## src/rtl/irqc_pkg.sv

```systemverilog
package irqc_pkg;

   typedef enum logic [2:0] {
      CMD_NOP,
      CMD_RD_REQ,
      CMD_RD_ISR,
      CMD_POLL,
      CMD_INIT,
      CMD_EOI_ALL,
      CMD_EOI_ONE,
      CMD_BAD
   } cmd_kind_e;

   typedef enum logic [1:0] {
      RSEL_REQ,
      RSEL_ISR,
      RSEL_POLL
   } rd_sel_e;

   typedef enum logic [1:0] {
      INIT_IDLE,
      INIT_BASE,
      INIT_CASC,
      INIT_LAST
   } init_st_e;

endpackage

```

## src/rtl/irqc_cmd_decode.sv

```systemverilog
module irqc_cmd_decode
   import irqc_pkg::*;
#(
   parameter int DW = 8,
   parameter int LW = 3
) (
   input  logic [DW-1:0] code,
   output cmd_kind_e     kind,
   output logic [LW-1:0] lvl
);

   if (DW != 8) begin : g_dw_chk
      $error("irqc_cmd_decode: command bytes are 8 bits wide");
   end

   always_comb begin
      lvl = code[LW-1:0];
      if (code == 8'h0A)                kind = CMD_RD_REQ;
      else if (code == 8'h0B)           kind = CMD_RD_ISR;
      else if (code == 8'h0C)           kind = CMD_POLL;
      else if (code[7:4] == 4'h1)       kind = CMD_INIT;
      else if (code == 8'h20)           kind = CMD_EOI_ALL;
      else if (code[7:3] == 5'b00100 ||
               code[7:3] == 5'b01100 ||
               code[7:3] == 5'b11100)   kind = CMD_EOI_ONE;
      else if (code == 8'h68)           kind = CMD_NOP;
      else if (code[7:3] == 5'b11000)   kind = CMD_NOP;
      else                              kind = CMD_BAD;
   end

endmodule

```

## src/rtl/irqc_lowest.sv

```systemverilog
module irqc_lowest #(
   parameter int N  = 8,
   parameter int LW = 3
) (
   input  logic [N-1:0]  bits,
   output logic          any,
   output logic [LW-1:0] idx
);

   if ((1 << LW) < N) begin : g_lw_chk
      $error("irqc_lowest: index width too small");
   end

   always_comb begin
      idx = '0;
      for (int i = N - 1; i >= 0; i--) begin
         if (bits[i]) idx = LW'(i);
      end
   end

   assign any = |bits;

endmodule

```

## src/rtl/irqc_init_seq.sv

```systemverilog
module irqc_init_seq
   import irqc_pkg::*;
(
   input  logic clk,
   input  logic rst_n,
   input  logic start,
   input  logic abort,
   input  logic dwr,
   output logic busy,
   output logic load_base
);

   init_st_e st_q, st_d;

   always_comb begin
      st_d = st_q;
      if (start) st_d = INIT_BASE;
      else if (abort) st_d = INIT_IDLE;
      else if (dwr) begin
         case (st_q)
            INIT_BASE: st_d = INIT_CASC;
            INIT_CASC: st_d = INIT_LAST;
            INIT_LAST: st_d = INIT_IDLE;
            default:   st_d = INIT_IDLE;
         endcase
      end
   end

   always_ff @(posedge clk or negedge rst_n) begin
      if (!rst_n) st_q <= INIT_IDLE;
      else        st_q <= st_d;
   end

   assign busy      = (st_q != INIT_IDLE);
   assign load_base = dwr && (st_q == INIT_BASE) && !start && !abort;

endmodule

```

## src/rtl/irq_ctrl8.sv

```systemverilog
module irq_ctrl8
   import irqc_pkg::*;
#(
   parameter int N_LVL = 8,
   parameter int DW    = 8
) (
   input  logic          clk,
   input  logic          rst_n,
   input  logic          bus_wr,
   input  logic          bus_sel,
   input  logic [DW-1:0] bus_wdata,
   output logic [DW-1:0] bus_rdata,
   input  logic [N_LVL-1:0] irq_in,
   input  logic          ack,
   output logic          int_out,
   output logic [DW-1:0] vec_out,
   output logic          err_flag
);

   localparam int LW = $clog2(N_LVL);

   if (N_LVL != 8) begin : g_lvl_chk
      $error("irq_ctrl8: command encodings carry a 3-bit level, N_LVL must be 8");
   end
   if (DW < N_LVL) begin : g_dw_chk
      $error("irq_ctrl8: data width must hold one bit per level");
   end

   logic [N_LVL-1:0] req_q, isr_q, mask_q, in_q, rise, clr, aset;
   logic [DW-1:0]    base_q, vec_q;
   rd_sel_e          rsel_q;
   logic             err_q;

   logic cmd_wr, dat_wr;
   assign cmd_wr = bus_wr && !bus_sel;
   assign dat_wr = bus_wr &&  bus_sel;

   cmd_kind_e        kind;
   logic [LW-1:0]    cmd_lvl;

   irqc_cmd_decode #(.DW(DW), .LW(LW)) u_dec (
      .code (bus_wdata),
      .kind (kind),
      .lvl  (cmd_lvl)
   );

   logic          pend_any, poll_any;
   logic [LW-1:0] pend_idx, poll_idx;

   irqc_lowest #(.N(N_LVL), .LW(LW)) u_pend (
      .bits (req_q & ~mask_q),
      .any  (pend_any),
      .idx  (pend_idx)
   );

   irqc_lowest #(.N(N_LVL), .LW(LW)) u_poll (
      .bits (req_q),
      .any  (poll_any),
      .idx  (poll_idx)
   );

   logic init_busy, load_base;

   irqc_init_seq u_init (
      .clk       (clk),
      .rst_n     (rst_n),
      .start     (cmd_wr && kind == CMD_INIT),
      .abort     (cmd_wr && kind != CMD_INIT),
      .dwr       (dat_wr),
      .busy      (init_busy),
      .load_base (load_base)
   );

   for (genvar g = 0; g < N_LVL; g++) begin : g_edge
      assign rise[g] = irq_in[g] & ~in_q[g];
   end

   always_comb begin
      clr = '0;
      if (cmd_wr) begin
         if (kind == CMD_EOI_ALL)      clr = isr_q;
         else if (kind == CMD_EOI_ONE) clr[cmd_lvl] = 1'b1;
      end
   end

   always_comb begin
      aset = '0;
      if (ack && pend_any) aset[pend_idx] = 1'b1;
   end

   always_ff @(posedge clk or negedge rst_n) begin
      if (!rst_n) begin
         req_q  <= '0;
         isr_q  <= '0;
         mask_q <= '0;
         in_q   <= '0;
         base_q <= '0;
         vec_q  <= '0;
         rsel_q <= RSEL_REQ;
         err_q  <= 1'b0;
      end else begin
         in_q  <= irq_in;
         req_q <= (req_q & ~clr) | rise;
         isr_q <= (isr_q | aset) & ~clr;
         if (dat_wr && !init_busy) mask_q <= bus_wdata[N_LVL-1:0];
         if (load_base) base_q <= bus_wdata;
         if (ack && pend_any) vec_q <= base_q + DW'(pend_idx);
         if (cmd_wr) begin
            case (kind)
               CMD_RD_REQ: rsel_q <= RSEL_REQ;
               CMD_RD_ISR: rsel_q <= RSEL_ISR;
               CMD_POLL:   rsel_q <= RSEL_POLL;
               CMD_BAD:    err_q  <= 1'b1;
               default:    ;
            endcase
         end
      end
   end

   always_comb begin
      if (bus_sel) bus_rdata = DW'(mask_q);
      else begin
         case (rsel_q)
            RSEL_ISR:  bus_rdata = DW'(isr_q);
            RSEL_POLL: bus_rdata = poll_any ? (DW'(8'h80) | DW'(poll_idx)) : '0;
            default:   bus_rdata = DW'(req_q);
         endcase
      end
   end

   assign int_out  = |(req_q & ~mask_q);
   assign vec_out  = vec_q;
   assign err_flag = err_q;

endmodule

```

## config.mk

```make
export PLATFORM = sky130hd
export DESIGN_NAME = irq_ctrl8
export DESIGN_NICKNAME = d
export VERILOG_FILES = /design/src/rtl/irqc_pkg.sv /design/src/rtl/irqc_cmd_decode.sv /design/src/rtl/irqc_lowest.sv /design/src/rtl/irqc_init_seq.sv /design/src/rtl/irq_ctrl8.sv
export SDC_FILE = /design/constraint.sdc
export NUM_CORES = 1
export LEC_CHECK = 0
export ABC_AREA = 1
export ABC_CLOCK_PERIOD_IN_PS = 2900
export BUFFER_PORTS_ARGS = -buffer_cell sky130_fd_sc_hd__buf_2
export CAP_MARGIN = 15
export CORE_MARGIN = 10
export CORE_UTILIZATION = 50
export CTS_CLUSTER_DIAMETER = 80
export DETAILED_ROUTE_END_ITERATION = 8
export GPL_TIMING_DRIVEN = 0
export PLACE_DENSITY_LB_ADDON = 0.25
export SYNTH_ARGS = -nofsm -noshare
export SYNTH_HDL_FRONTEND = slang
export SYNTH_SLANG_ARGS = --single-unit
```

## constraint.sdc

```tcl
create_clock -name clk -period 2.9 [get_ports clk]
set_clock_uncertainty 0.05 [all_clocks]
set_input_delay 0.435 -clock clk [delete_from_list [all_inputs] [get_ports clk]]
set_output_delay 0.435 -clock clk [all_outputs]
set_load 0.01 [all_outputs]
```

# After elaboration in Yosys (flattened, before gate mapping)
# Cells that the tools add are included.
# word_totals
register_bits,53
in_bits,21
output_inout_bits,18
word_cells,123
# op_classes
add_sub_neg,1
magnitude_cmp,4
n_eq_ne,22
mux,40
n_bitwise,23
n_reduce_logical,24
# ops
op,count
2-to-1 mux 3 bit,24
2-to-1 mux 8 bit,6
AND 8 bit,3
"== test 8 x 4 -> 1 bit, second input constant",3
NOT 8 bit,2
OR 8 bit,2
case mux 8 bit (2 select lines),1
OR reduction 8 bit,2
"== test 3 bit, second input constant",4
logical AND 1 bit,11
"== test 5 bit, second input constant",2
adder 8 x 3 -> 8 bit,1
AND 1 bit,8
"== test 8 x 6 -> 1 bit, second input constant",1
"== test 8 x 7 -> 1 bit, second input constant",1
"less-than comparator 3 x 4 -> 1 bit, second input constant",2
NOT 1 bit,8
demux 1 bit (select 3 bit),2
"== test 3 x 2 -> 1 bit, second input constant",2
">= comparator 3 x 1 -> 1 bit, second input constant",2
2-to-1 mux 2 bit,3
case mux 2 bit (3 select lines),1
nonzero test 3 bit,2
"== test 5 x 3 -> 1 bit, second input constant",1
other kinds (12),20

# Depth between registers and ports, before layout
# Gate-level depths: netlist of the first run.
# depth
word_depth,17
mapped_depth,19
mapped_depth_nobuf,19

# Cells and area by module
# A second synthesis of the first run with hierarchy kept.
# hier_totals
hier_cells,466
hier_area_um2,3261.9
# modules_own_cells
mod,instances,cells_per_inst,area_per_inst_um2,seq_area_each_um2
irq_ctrl8,1,354,2682.6,1276.2
irqc_cmd_decode,1,47,219.0,0.0
irqc_lowest,2,22,98.8,0.0
irqc_init_seq,1,21,162.7,50.0

# Worst setup path after synthesis of the first run
# Ideal clock, no wire load.
# synth_timing
kind,reg2reg
from,reg req_q[6]
to,"reg vec_q[6], in the netlist vec_out[6]"
setup_ps,76
arrival_ps,2207
t_required_ps,2774
path_slack_ps,567
path_stages_with_launch,17
path_buffers,0
period_less_slack_ps,2333
cell_sequence,dfrtp_1 inv_1 nor2_1 o21ai_0 nand2_1 nand2_1 nand2_1 nand2_1 nand2_1 inv_1 ha_1 inv_1 fa_1 o21ai_0 nand4_1 xor2_1 o21ai_1
# synth_between
elab_chain_cells,9
elab_cells_between_ends,11
classes_between,add/sub: 1; mux: 7; bitwise: 1; reduce/logical: 2
# synth_lines
item,line_no,source
from (decl),irq_ctrl8.sv:29,"logic [N_LVL-1:0] req_q, isr_q, mask_q, in_q, rise, clr, aset;"
from (signal assigned),irq_ctrl8.sv:103,req_q <= (req_q & ~clr) | rise;
AND 8 bit *,irq_ctrl8.sv:51,".bits (req_q & ~mask_q),"
2-to-1 mux 3 bit (7 in series),irqc_lowest.sv:17,if (bits[i]) idx = LW'(i);
adder 8 x 3 -> 8 bit,irq_ctrl8.sv:107,if (ack && pend_any) vec_q <= base_q + DW'(pend_idx);
to (signal assigned),irq_ctrl8.sv:107,
to (decl),irq_ctrl8.sv:30,"logic [DW-1:0] base_q, vec_q;"
# Mark *: on every way between the ends. The rest lies on a longest branch, timed or not.
# A chain may end at the register's enable or synchronous reset.

# Worst setup path in the final report of the first run
# layout_timing
from,reg rsel_q[0]
to,out bus_rdata[1]
# layout_between
elab_chain_cells,3
elab_cells_between_ends,4
classes_between,eq/ne: 2; mux: 2
# layout_lines
item,line_no,source
from (decl),irq_ctrl8.sv:31,rd_sel_e rsel_q;
from (signal assigned),irq_ctrl8.sv:99,rsel_q <= RSEL_REQ;
from (signal assigned),irq_ctrl8.sv:110,CMD_RD_REQ: rsel_q <= RSEL_REQ;
from (signal assigned),irq_ctrl8.sv:111,CMD_RD_ISR: rsel_q <= RSEL_ISR;
== test 2 bit or == test 2 x 1 -> 1 bit (tied branches),irq_ctrl8.sv:123,case (rsel_q)
case mux 8 bit (2 select lines) *,irq_ctrl8.sv:123,
2-to-1 mux 8 bit *,irq_ctrl8.sv:121,if (bus_sel) bus_rdata = DW'(mask_q);
to (decl),irq_ctrl8.sv:12,"output logic [DW-1:0] bus_rdata,"
# Marked as above.

==> run_results.csv, run 1 <==
group,metric,value,unit
critical_path,slowest_stage,"ha_1",
synthesis,synth_top_family_by_area,"simple AND/OR/NAND/NOR gates",
clock_tree,hold_buffers,0,
power,power_frac_seq,50.8,%
clock_tree,htreeDepth,2,
route,ant_nets,0,
layout,area.growth.synth_to_final,12.2,%
grt,grt_first_pass_wirelength,13000,um
synthesis,synth_compound_area_share,13.4,%
sta,hold_violations,0,
synthesis,netlist_area,3100,um^2
clock_tree,ctsResizeCount,0,
power,power.share.clock,19.8,%
placed_design,place_congestion,0.978,
critical_path,crit_fanout,9,
layout,regArea,1330,um^2
power,powerDensity,594,nW/um^2
die,start_util,51.8,%
critical_path,required,2410,ps
sta,whs,1.17,ps
sta,drv_slew,0,
synthesis,synth_top_area_share,42.7,%
die,die_h,98.8,um
sta,setup_violations,0,
synthesis,synth_xor_xnor_area_share,1.13,%
clock_tree,clk_path_buf_depth,2,
placed_design,port_buffers,37,
synthesis,synth.largest_area_cell,"dfrtp_1",
grt,grt_overflow,0,
route,drc,0,
clock_tree,insertion_delay,310,ps
route,drtPass1Iterations,5,
route,vias,2811,
route,via_per_inst,5.37,
sta,finalCritPeriodShare,90.5,%
power,p_sw,0.738,mW
grt,grt_pass1_vias,2754,
critical_path,worst_setup_path_end_kind,"output pin",
route,first_iter_violations,175,
power,max-vdd-ir-drop,0.357,mV
die,die_w,98.8,um
power,power_switching_share,35.7,%
layout,final_cells,523,
die,rows,28,
die,core_area,5990,um^2
clock_tree,post_cts_buffers,0,
sta,maxSlewHeadroom,71.1,%
grt,grt_max_degree,38,
critical_path,path_cells,"inv_1 -> ha_1 -> inv_1 -> nand2_1 -> inv_1 -> a221oi_1 -> a22oi_1 -> buf_2",
power,combPwrFrac,29.4,%
layout,diodes,0,
placed_design,dp_cells,516,
grt,grt_antenna_before_repair,0,
die,die_area,9760,um^2
run,cap_viol_max_count,0,
synthesis,ys_seq_area_share,42.7,%
sta,timing.final.ws_setup,274,ps
synthesis,netlist_instances,403,
synthesis,yosys_warnings,0,
critical_path,path_common_cell,"inv_1",
synthesis,syn-num-nets,433,
clock_tree,path_clk_slew,90,ps
critical_path,cp.arrival,2140,ps
sta,rsz0062_at_grt,"no",
critical_path,crit_type,"reg -> out",
route,routedWlPerCell,14.4,um
worst_hold_path,min_path_type,"in -> async",
power,p_int,1.33,mW
clock_tree,cts_sinks,53,
sta,fin_setup_tns,0,ps
layout,fin_nets,477,
sta,max_clock_freq,381,MHz
clock_tree,root_buffer,"clkbuf_8",
placed_design,dp.final_hpwl,5930,um
synthesis,synth_seq_cells,53,
die,io_pins,39,
synthesis,yosys-top-cells-area,"dfrtp_1 (43%), nand2_1 (14%), inv_1 (5.4%)",
synthesis,synth-simple-area-share,31.1,%
sta,tightestPinTransition,434,ps
placed_design,post-place-ws,303,ps
synthesis,synthMuxAreaShare,0,%
clock_tree,cts-buffers-inserted,5,
synthesis,synthAdderAreaFrac,3.87,%
layout,drive_above_1_share,17.4,%
critical_path,max_stage_delay,450,ps
run_status,status,"finished, final reports clean",
layout,multi_input_area,1540,um^2
route,wl,7520,um
synthesis,avgSynthCellArea,7.70,um^2
sta,post-route-min-period,2630,ps
synthesis,ys_types,40,
power,power,2.07,mW
power,p_leak,1.77,nW
layout,fill_cells,562,
grt,grt_use_total,15.9,%
clock_tree,cts_tree,"built",
critical_path,critPathLaunchType,"register",
worst paths after layout:
path                                        start                endpoint  slack (ps)  cells after the start
setup / recovery            rsel_q[0]$_DFFE_PN0P_            bus_rdata[1]         270                      8
hold / removal                              rst_n    err_flag$_DFFE_PN0P_           1                      1
setup reg to reg               req_q[7]$_DFF_PN0_  vec_out[6]$_DFFE_PN0P_         290                     15
hold reg to reg            vec_out[0]$_DFFE_PN0P_  vec_out[0]$_DFFE_PN0P_         420                      2
max in group asynchronous                   rst_n       in_q[7]$_DFF_PN0_        2260                      2
min in group clk                        irq_in[4]       in_q[4]$_DFF_PN0_         190                      1
flip-flops by register name, indices dropped and copies added, names as in the netlist:
register / count
base_q: 8
u_init.st_q: 2
rsel_q: 2
req_q: 8
isr_q: 8
err_flag: 1
vec_out: 8
in_q: 8
mask_q: 8
cell type report:
class	count	share of cell area, %
inverters	55	5.93
well taps	75	2.69
clock inverters	2	0.287
clock buffers	6	2.08
multi-input cells	288	44.1
repair buffers	38	5.89
plain buffers	6	0.898
flip-flops and latches	53	38.1
cell usage in the layout, fill, tap and decap left out, types with 9 or more instances in the layout:
cell     netlist  layout
o21ai_0       27      26
nand3_1       14      14
dfrtp_1       53      53
o21ai_1        8       9
nand2_1      114     114
nand4_1       12      12
inv_1         45      45
nor2_1        38      38
a21oi_1       11      11
buf_2          1      38
inv_2         10      10
through the flow:
stage                     util (%)  instance area, um^2
final                         58.1                 3480
after global routing          58.1                 3480
after CTS                     58.2                 3490
after detailed placement      56.8                 3400
after global placement        56.5                 3380
after floorplan                  -                 3100
routing by layer:
metal	vias up	track usage (%)	wire length, um
li1	1396	-	-
met1	1317	20.5	3420
met2	92	26.4	3550
met3	6	3.21	472
met4	0	4.08	74
met5	-	0	0
power by group through the flow:
stage | clock network, mW | registers (mW) | logic (mW)
2_1_floorplan | 0 | 1.05 | 0.387
3_3_place_gp | 0 | 1.06 | 0.586
3_5_place_dp | 0 | 1.06 | 0.610
4_1_cts | 0.415 | 1.05 | 0.615
5_1_grt | 0.445 | 1.08 | 0.699
6_report | 0.410 | 1.05 | 0.607
synthesized netlist by cell type (all sizes together):
cell and instances:
a21oi 13, a21o 1, a21boi 2, nand3b 1, nand3 16, inv 55, and2 3, clkbuf 4
xor2 4, a31o 1, a221oi 7, o21bai 3, nor3 5, nand2 122, o211ai 1, a22oi 4
nor2 44, fa 1, nand4 12, buf 3, ha 8, or2 3, o21ai 35, nor4 1
dfrtp 53, o311ai 1
cells by family (layout without fill, tap and decap cells):
| logic type | count (synthesis) | count (layout) |
|---|---|---|
| and+or+nand+nor | 207 | 207 |
| AOI/OAI and AO/OA | 68 | 68 |
| buffers and inverters | 62 | 107 |
| DFF | 53 | 53 |
| adders and majority gates | 9 | 9 |
| xor gates and xnor gates | 4 | 4 |
worst max-delay path: cells and delay by family (launching register included):
kind                       cells  cell delay [ps]
adders and majority gates      1              450
AOI/OAI and AO/OA              2              400
buffers and inverters          4              510
and+or+nand+nor                1               90
DFF                            1              390
(Power assumes the default switching activity.)
==> run 2, diff against run 1 <==
Settings changed: ABC_CLOCK_PERIOD_IN_PS 2900 to 3110, SKIP_CTS_REPAIR_TIMING from default to 1.
Clock period 2.9 ns to 3.11 ns, I/O delays scaled along.
==> run_results.csv, run 2 (synthesis gave the netlist of run 1 again) <==
group,metric,value,unit
run,cap_viol_max_count,0,
critical_path,ff2ff_path_depth,15,
clock_tree,insertion_delay,310,ps
clock_tree,cts_tree,"built",
clock_tree,cts_sinks,53,
grt,grt_max_degree,38,
placed_design,dp.final_hpwl,5930,um
layout,postLayoutCellArea,3490,um^2
clock_tree,path_clk_slew,100,ps
placed_design,place_area,3400,um^2
route,wl,7540,um
grt,grt_pass1_vias,2754,
placed_design,place_congestion,0.978,
sta,max_clock_freq,350,MHz
critical_path,rrSetupSlack,460,ps
grt,grt_antenna_before_repair,0,
critical_path,crit_fanout,9,
sta,rsz0062_at_grt,"no",
critical_path,r2r-start,"req_q[7]$_DFF_PN0_",
layout,final_cells,524,
route,drc,0,
power,powerDensity,554,nW/um^2
clock_tree,htreeDepth,2,
clock_tree,root_buffer,"clkbuf_8",
sta,tightestPinTransition,449,ps
route,first_iter_violations,211,
critical_path,worst_setup_path_end_kind,"output pin",
route,drtPass1Iterations,5,
placed_design,dp_cells,516,
layout,final_common_cell,"nand2_1",
sta,drv_slew,0,
layout,final_cell_mix,"nand2_1 (114), dfrtp_1 (53), inv_1 (45)",
layout,area.growth.synth_to_final,12.3,%
layout,fill_cells,563,
sta,hold_violations,0,
grt,grt_overflow,0,
critical_path,required,2590,ps
die,die_area,9760,um^2
power,max-vdd-ir-drop,0.333,mV
grt,grt_use_total,15.9,%
layout,drive_above_1_share,17.4,%
power,p_leak,1.77,nW
route,ant_nets,0,
critical_path,critPathLaunchType,"register",
layout,fin_nets,478,
critical_path,cp.arrival,2340,ps
die,core_area,5990,um^2
die,die_h,98.8,um
route,routedWlPerCell,14.4,um
sta,finalCritPeriodShare,91.9,%
route,via_per_inst,5.38,
sta,maxSlewHeadroom,70.0,%
sta,whs,24.6,ps
run_status,status,"finished, final reports clean",
worst_hold_path,min_path_type,"in -> async",
clock_tree,clk_path_buf_depth,2,
die,die_w,98.8,um
sta,fin_setup_tns,0,ps
die,rows,28,
die,io_pins,39,
sta,setup_violations,0,
critical_path,reg2reg_to,"vec_out[6]$_DFFE_PN0P_",
layout,diodes,0,
grt,grt_first_pass_wirelength,13000,um
critical_path,crit_type,"reg -> out",
clock_tree,cts-buffers-inserted,5,
die,start_util,51.8,%
placed_design,port_buffers,37,
sta,post-route-min-period,2860,ps
route,vias,2820,
run 2: per-stage QoR:
step                      power, mW  worst slack [ps]  util [%]
final                          1.93               253      58.2
after global routing           2.07              38.4      58.2
after CTS                      1.94               326      58.2
after detailed placement       1.56               513      56.8
after global placement         1.53               516      56.5
after floorplan                1.34               777         -
run 2: layer usage:
layer	global-route usage [%]	routed length, um	vias to the layer above
met5	0	0	-
met4	4.08	70	0
met3	3.21	434	7
met2	26.4	3570	81
met1	20.5	3470	1336
li1	-	-	1396
run 2: report_power, final:
group          switching, mW  internal, mW  total, mW  leakage (nW)
sequential             0.126         0.854      0.979         0.621
combinational          0.336         0.229      0.565          1.11
clock                  0.230         0.157      0.387        0.0450
run 2: cell type report:
cell class | count | area [um^2] | area share, %
tap | 75 | 93.8 | 2.69
clock inverter | 2 | 10.0 | 0.287
clock buffer | 6 | 72.6 | 2.08
timing repair buffer | 38 | 205 | 5.89
inverter | 55 | 206 | 5.92
multi-input combinational | 288 | 1540 | 44.1
sequential | 53 | 1330 | 38.0
buffer | 7 | 35.0 | 1.01
run 2: worst max path at each step:
| stage | start | slack [ps] | depth (start not counted) | endpoint |
|---|---|---|---|---|
| final | rsel_q[0]$_DFFE_PN0P_ | 250 | 9 | bus_rdata[1] |
| after global routing | rsel_q[0]$_DFFE_PN0P_ | 40 | 9 | bus_rdata[2] |
| after CTS | rsel_q[0]$_DFFE_PN0P_ | 330 | 9 | bus_rdata[1] |
| after detailed placement | req_q[7]$_DFF_PN0_ | 510 | 15 | vec_out[6]$_DFFE_PN0P_ |
| after global placement | mask_q[7]$_DFFE_PN0P_ | 520 | 16 | vec_out[6]$_DFFE_PN0P_ |
| after floorplan | req_q[6]$_DFF_PN0_ | 780 | 16 | vec_out[6]$_DFFE_PN0P_ |
run 2: critical path, stage by stage, from the launching register on:
cell and delay [ps]:
dfrtp_1 400, inv_1 60, ha_1 270, clkbuf_1 330
inv_1 180, nand2_1 90, inv_1 120, a221oi_1 280
a22oi_1 120, buf_2 170
==> run 3, diff against run 2 <==
Settings changed: CORE_ASPECT_RATIO from default to 0.7.
==> run_results.csv, run 3 (synthesis gave the netlist of run 1 again) <==
group,metric,value,unit
layout,diodes,0,
run,cap_viol_max_count,0,
placed_design,dp.final_hpwl,5940,um
critical_path,path_cells,"inv_1 -> ha_1 -> clkbuf_1 -> inv_1 -> nand2_1 -> inv_1 -> a221oi_1 -> a22oi_1 -> buf_2",
critical_path,crit_start,"rsel_q[0]$_DFFE_PN0P_",
power,powerDensity,595,nW/um^2
sta,setup_violations,0,
sta,tightestPinTransition,481,ps
critical_path,max_stage_delay,420,ps
power,power_frac_seq,46.5,%
layout,fin_nets,479,
die,io_pins,39,
sta,hold_violations,0,
critical_path,crit_type,"reg -> out",
layout,postLayoutCellArea,3550,um^2
critical_path,path_common_cell,"inv_1",
route,vias,2844,
power,p_leak,1.80,nW
placed_design,place_congestion,0.919,
clock_tree,cts_tree,"built",
placed_design,post-place-ws,421,ps
power,p_int,1.41,mW
route,wl,7700,um
sta,whs,221,ps
route,via_per_inst,5.42,
die,start_util,52.9,%
sta,maxSlewHeadroom,68.0,%
layout,fill_cells,548,
clock_tree,cts-buffers-inserted,5,
critical_path,worst_setup_path_end_kind,"output pin",
clock_tree,clk_path_buf_depth,2,
route,routedWlPerCell,14.7,um
layout,area.growth.synth_to_final,14.4,%
power,power,2.11,mW
die,die_area,9810,um^2
critical_path,crit_fanout,9,
grt,grt_pass1_vias,2624,
sta,max_clock_freq,347,MHz
clock_tree,insertion_delay,310,ps
grt,grt_overflow,0,
route,ant_nets,0,
critical_path,required,2590,ps
sta,fin_setup_tns,0,ps
placed_design,place_area,3380,um^2
clock_tree,cts_sinks,53,
sta,drv_slew,0,
critical_path,slowest_stage,"dfrtp_1",
die,rows,23,
grt,grt_max_degree,54,
grt,grt_first_pass_wirelength,12700,um
grt,grt_use_total,15.6,%
worst_hold_path,min_path_type,"in -> reg",
route,drtPass1Iterations,5,
critical_path,reg2reg_to,"vec_out[6]$_DFFE_PN0P_",
layout,multi_input_area,1540,um^2
power,power.share.clock,26.5,%
sta,finalCritPeriodShare,92.7,%
route,first_iter_violations,180,
critical_path,rrSetupSlack,310,ps
layout,final_common_cell,"nand2_1",
power,power_switching_share,33.3,%
power,combPwrFrac,27.0,%
route,drc,0,
sta,rsz0062_at_grt,"no",
critical_path,critPathLaunchType,"register",
grt,grt_antenna_before_repair,0,
run_status,status,"finished, final reports clean",
die,core_area,5870,um^2
sta,timing.final.ws_setup,228,ps
critical_path,cp.arrival,2370,ps
sta,post-route-min-period,2880,ps
critical_path,r2r-start,"req_q[6]$_DFF_PN0_",
critical_path,ff2ff_path_depth,16,
critical_path,crit_end,"bus_rdata[1]",
clock_tree,path_clk_slew,100,ps
layout,final_cell_mix,"nand2_1 (114), dfrtp_1 (53), inv_1 (45)",
layout,regArea,1330,um^2
clock_tree,root_buffer,"clkbuf_8",
power,max-vdd-ir-drop,0.235,mV
power,p_sw,0.703,mW
layout,drive_above_1_share,17.6,%
die,die_h,85.9,um
placed_design,port_buffers,37,
die,die_w,114,um
clock_tree,htreeDepth,2,
## run 3: cell types whose count changed in the layout (fill, tap and decap cells not counted)
cell / previous run / this run
clkbuf_1: 5 / 4
clkinv_2: 2 / 0
dlygate4sd3_1: 0 / 1
bufinv_16: 0 / 2
inv_6: 0 / 1
## run 3: per-layer routing
layer / routed length, um / GRT usage (%) / part of all wire (%) / vias up
li1: - / - / - / 1404
met1: 3870 / 23.3 / 50 / 1337
met2: 3220 / 22.3 / 42 / 97
met3: 560 / 3.76 / 7.3 / 6
met4: 48 / 2.72 / 0.62 / 0
met5: 0 / 0 / 0 / -
## run 3: area by class of cell
type                            instances  share of cell area [%]
Inverter                               55                    5.81
Multi-Input combinational cell        288                    43.3
Timing Repair Buffer                   39                    6.06
Clock inverter                          3                    1.94
Sequential cell                        53                    37.4
Buffer                                  7                   0.987
Tap cell                               75                    2.64
Clock buffer                            5                    1.94
## run 3: worst max-delay path, delay by kind of cell (launching register included)
kind | cells | cell delay [ps]
AOI/OAI and AO/OA | 2 | 390
adders and majority gates | 1 | 270
buffers and inverters | 5 | 880
DFF | 1 | 420
and+or+nand+nor | 1 | 90
## run 3: metrics by stage
stage	std cells	util, %
6_report	525	60.5
5_1_grt	525	60.5
2_1_floorplan	403	-
4_1_cts	523	60.0
3_5_place_dp	515	57.6
3_3_place_gp	515	57.6
## run 3: power by group through the flow
stage | Sequential (mW) | Combinational, mW | Clock (mW)
final | 0.981 | 0.570 | 0.560
after global routing | 1.00 | 0.653 | 0.596
after CTS | 0.979 | 0.571 | 0.574
after detailed placement | 0.991 | 0.568 | 0
after global placement | 0.987 | 0.549 | 0
after floorplan | 0.980 | 0.361 | 0
## run 3: worst min path at each step
stage                                 from                     end  slack (ps)  cells after the start
floorplan                            rst_n   base_q[0]$_DFFE_PN0P_         120                      0
global placement    vec_out[0]$_DFFE_PN0P_  vec_out[0]$_DFFE_PN0P_         400                      2
detailed placement    err_flag$_DFFE_PN0P_    err_flag$_DFFE_PN0P_         410                      1
CTS                              irq_in[7]       in_q[7]$_DFF_PN0_         210                      1
global route                     irq_in[5]       in_q[5]$_DFF_PN0_         210                      1
finish                           irq_in[7]       in_q[7]$_DFF_PN0_         220                      1
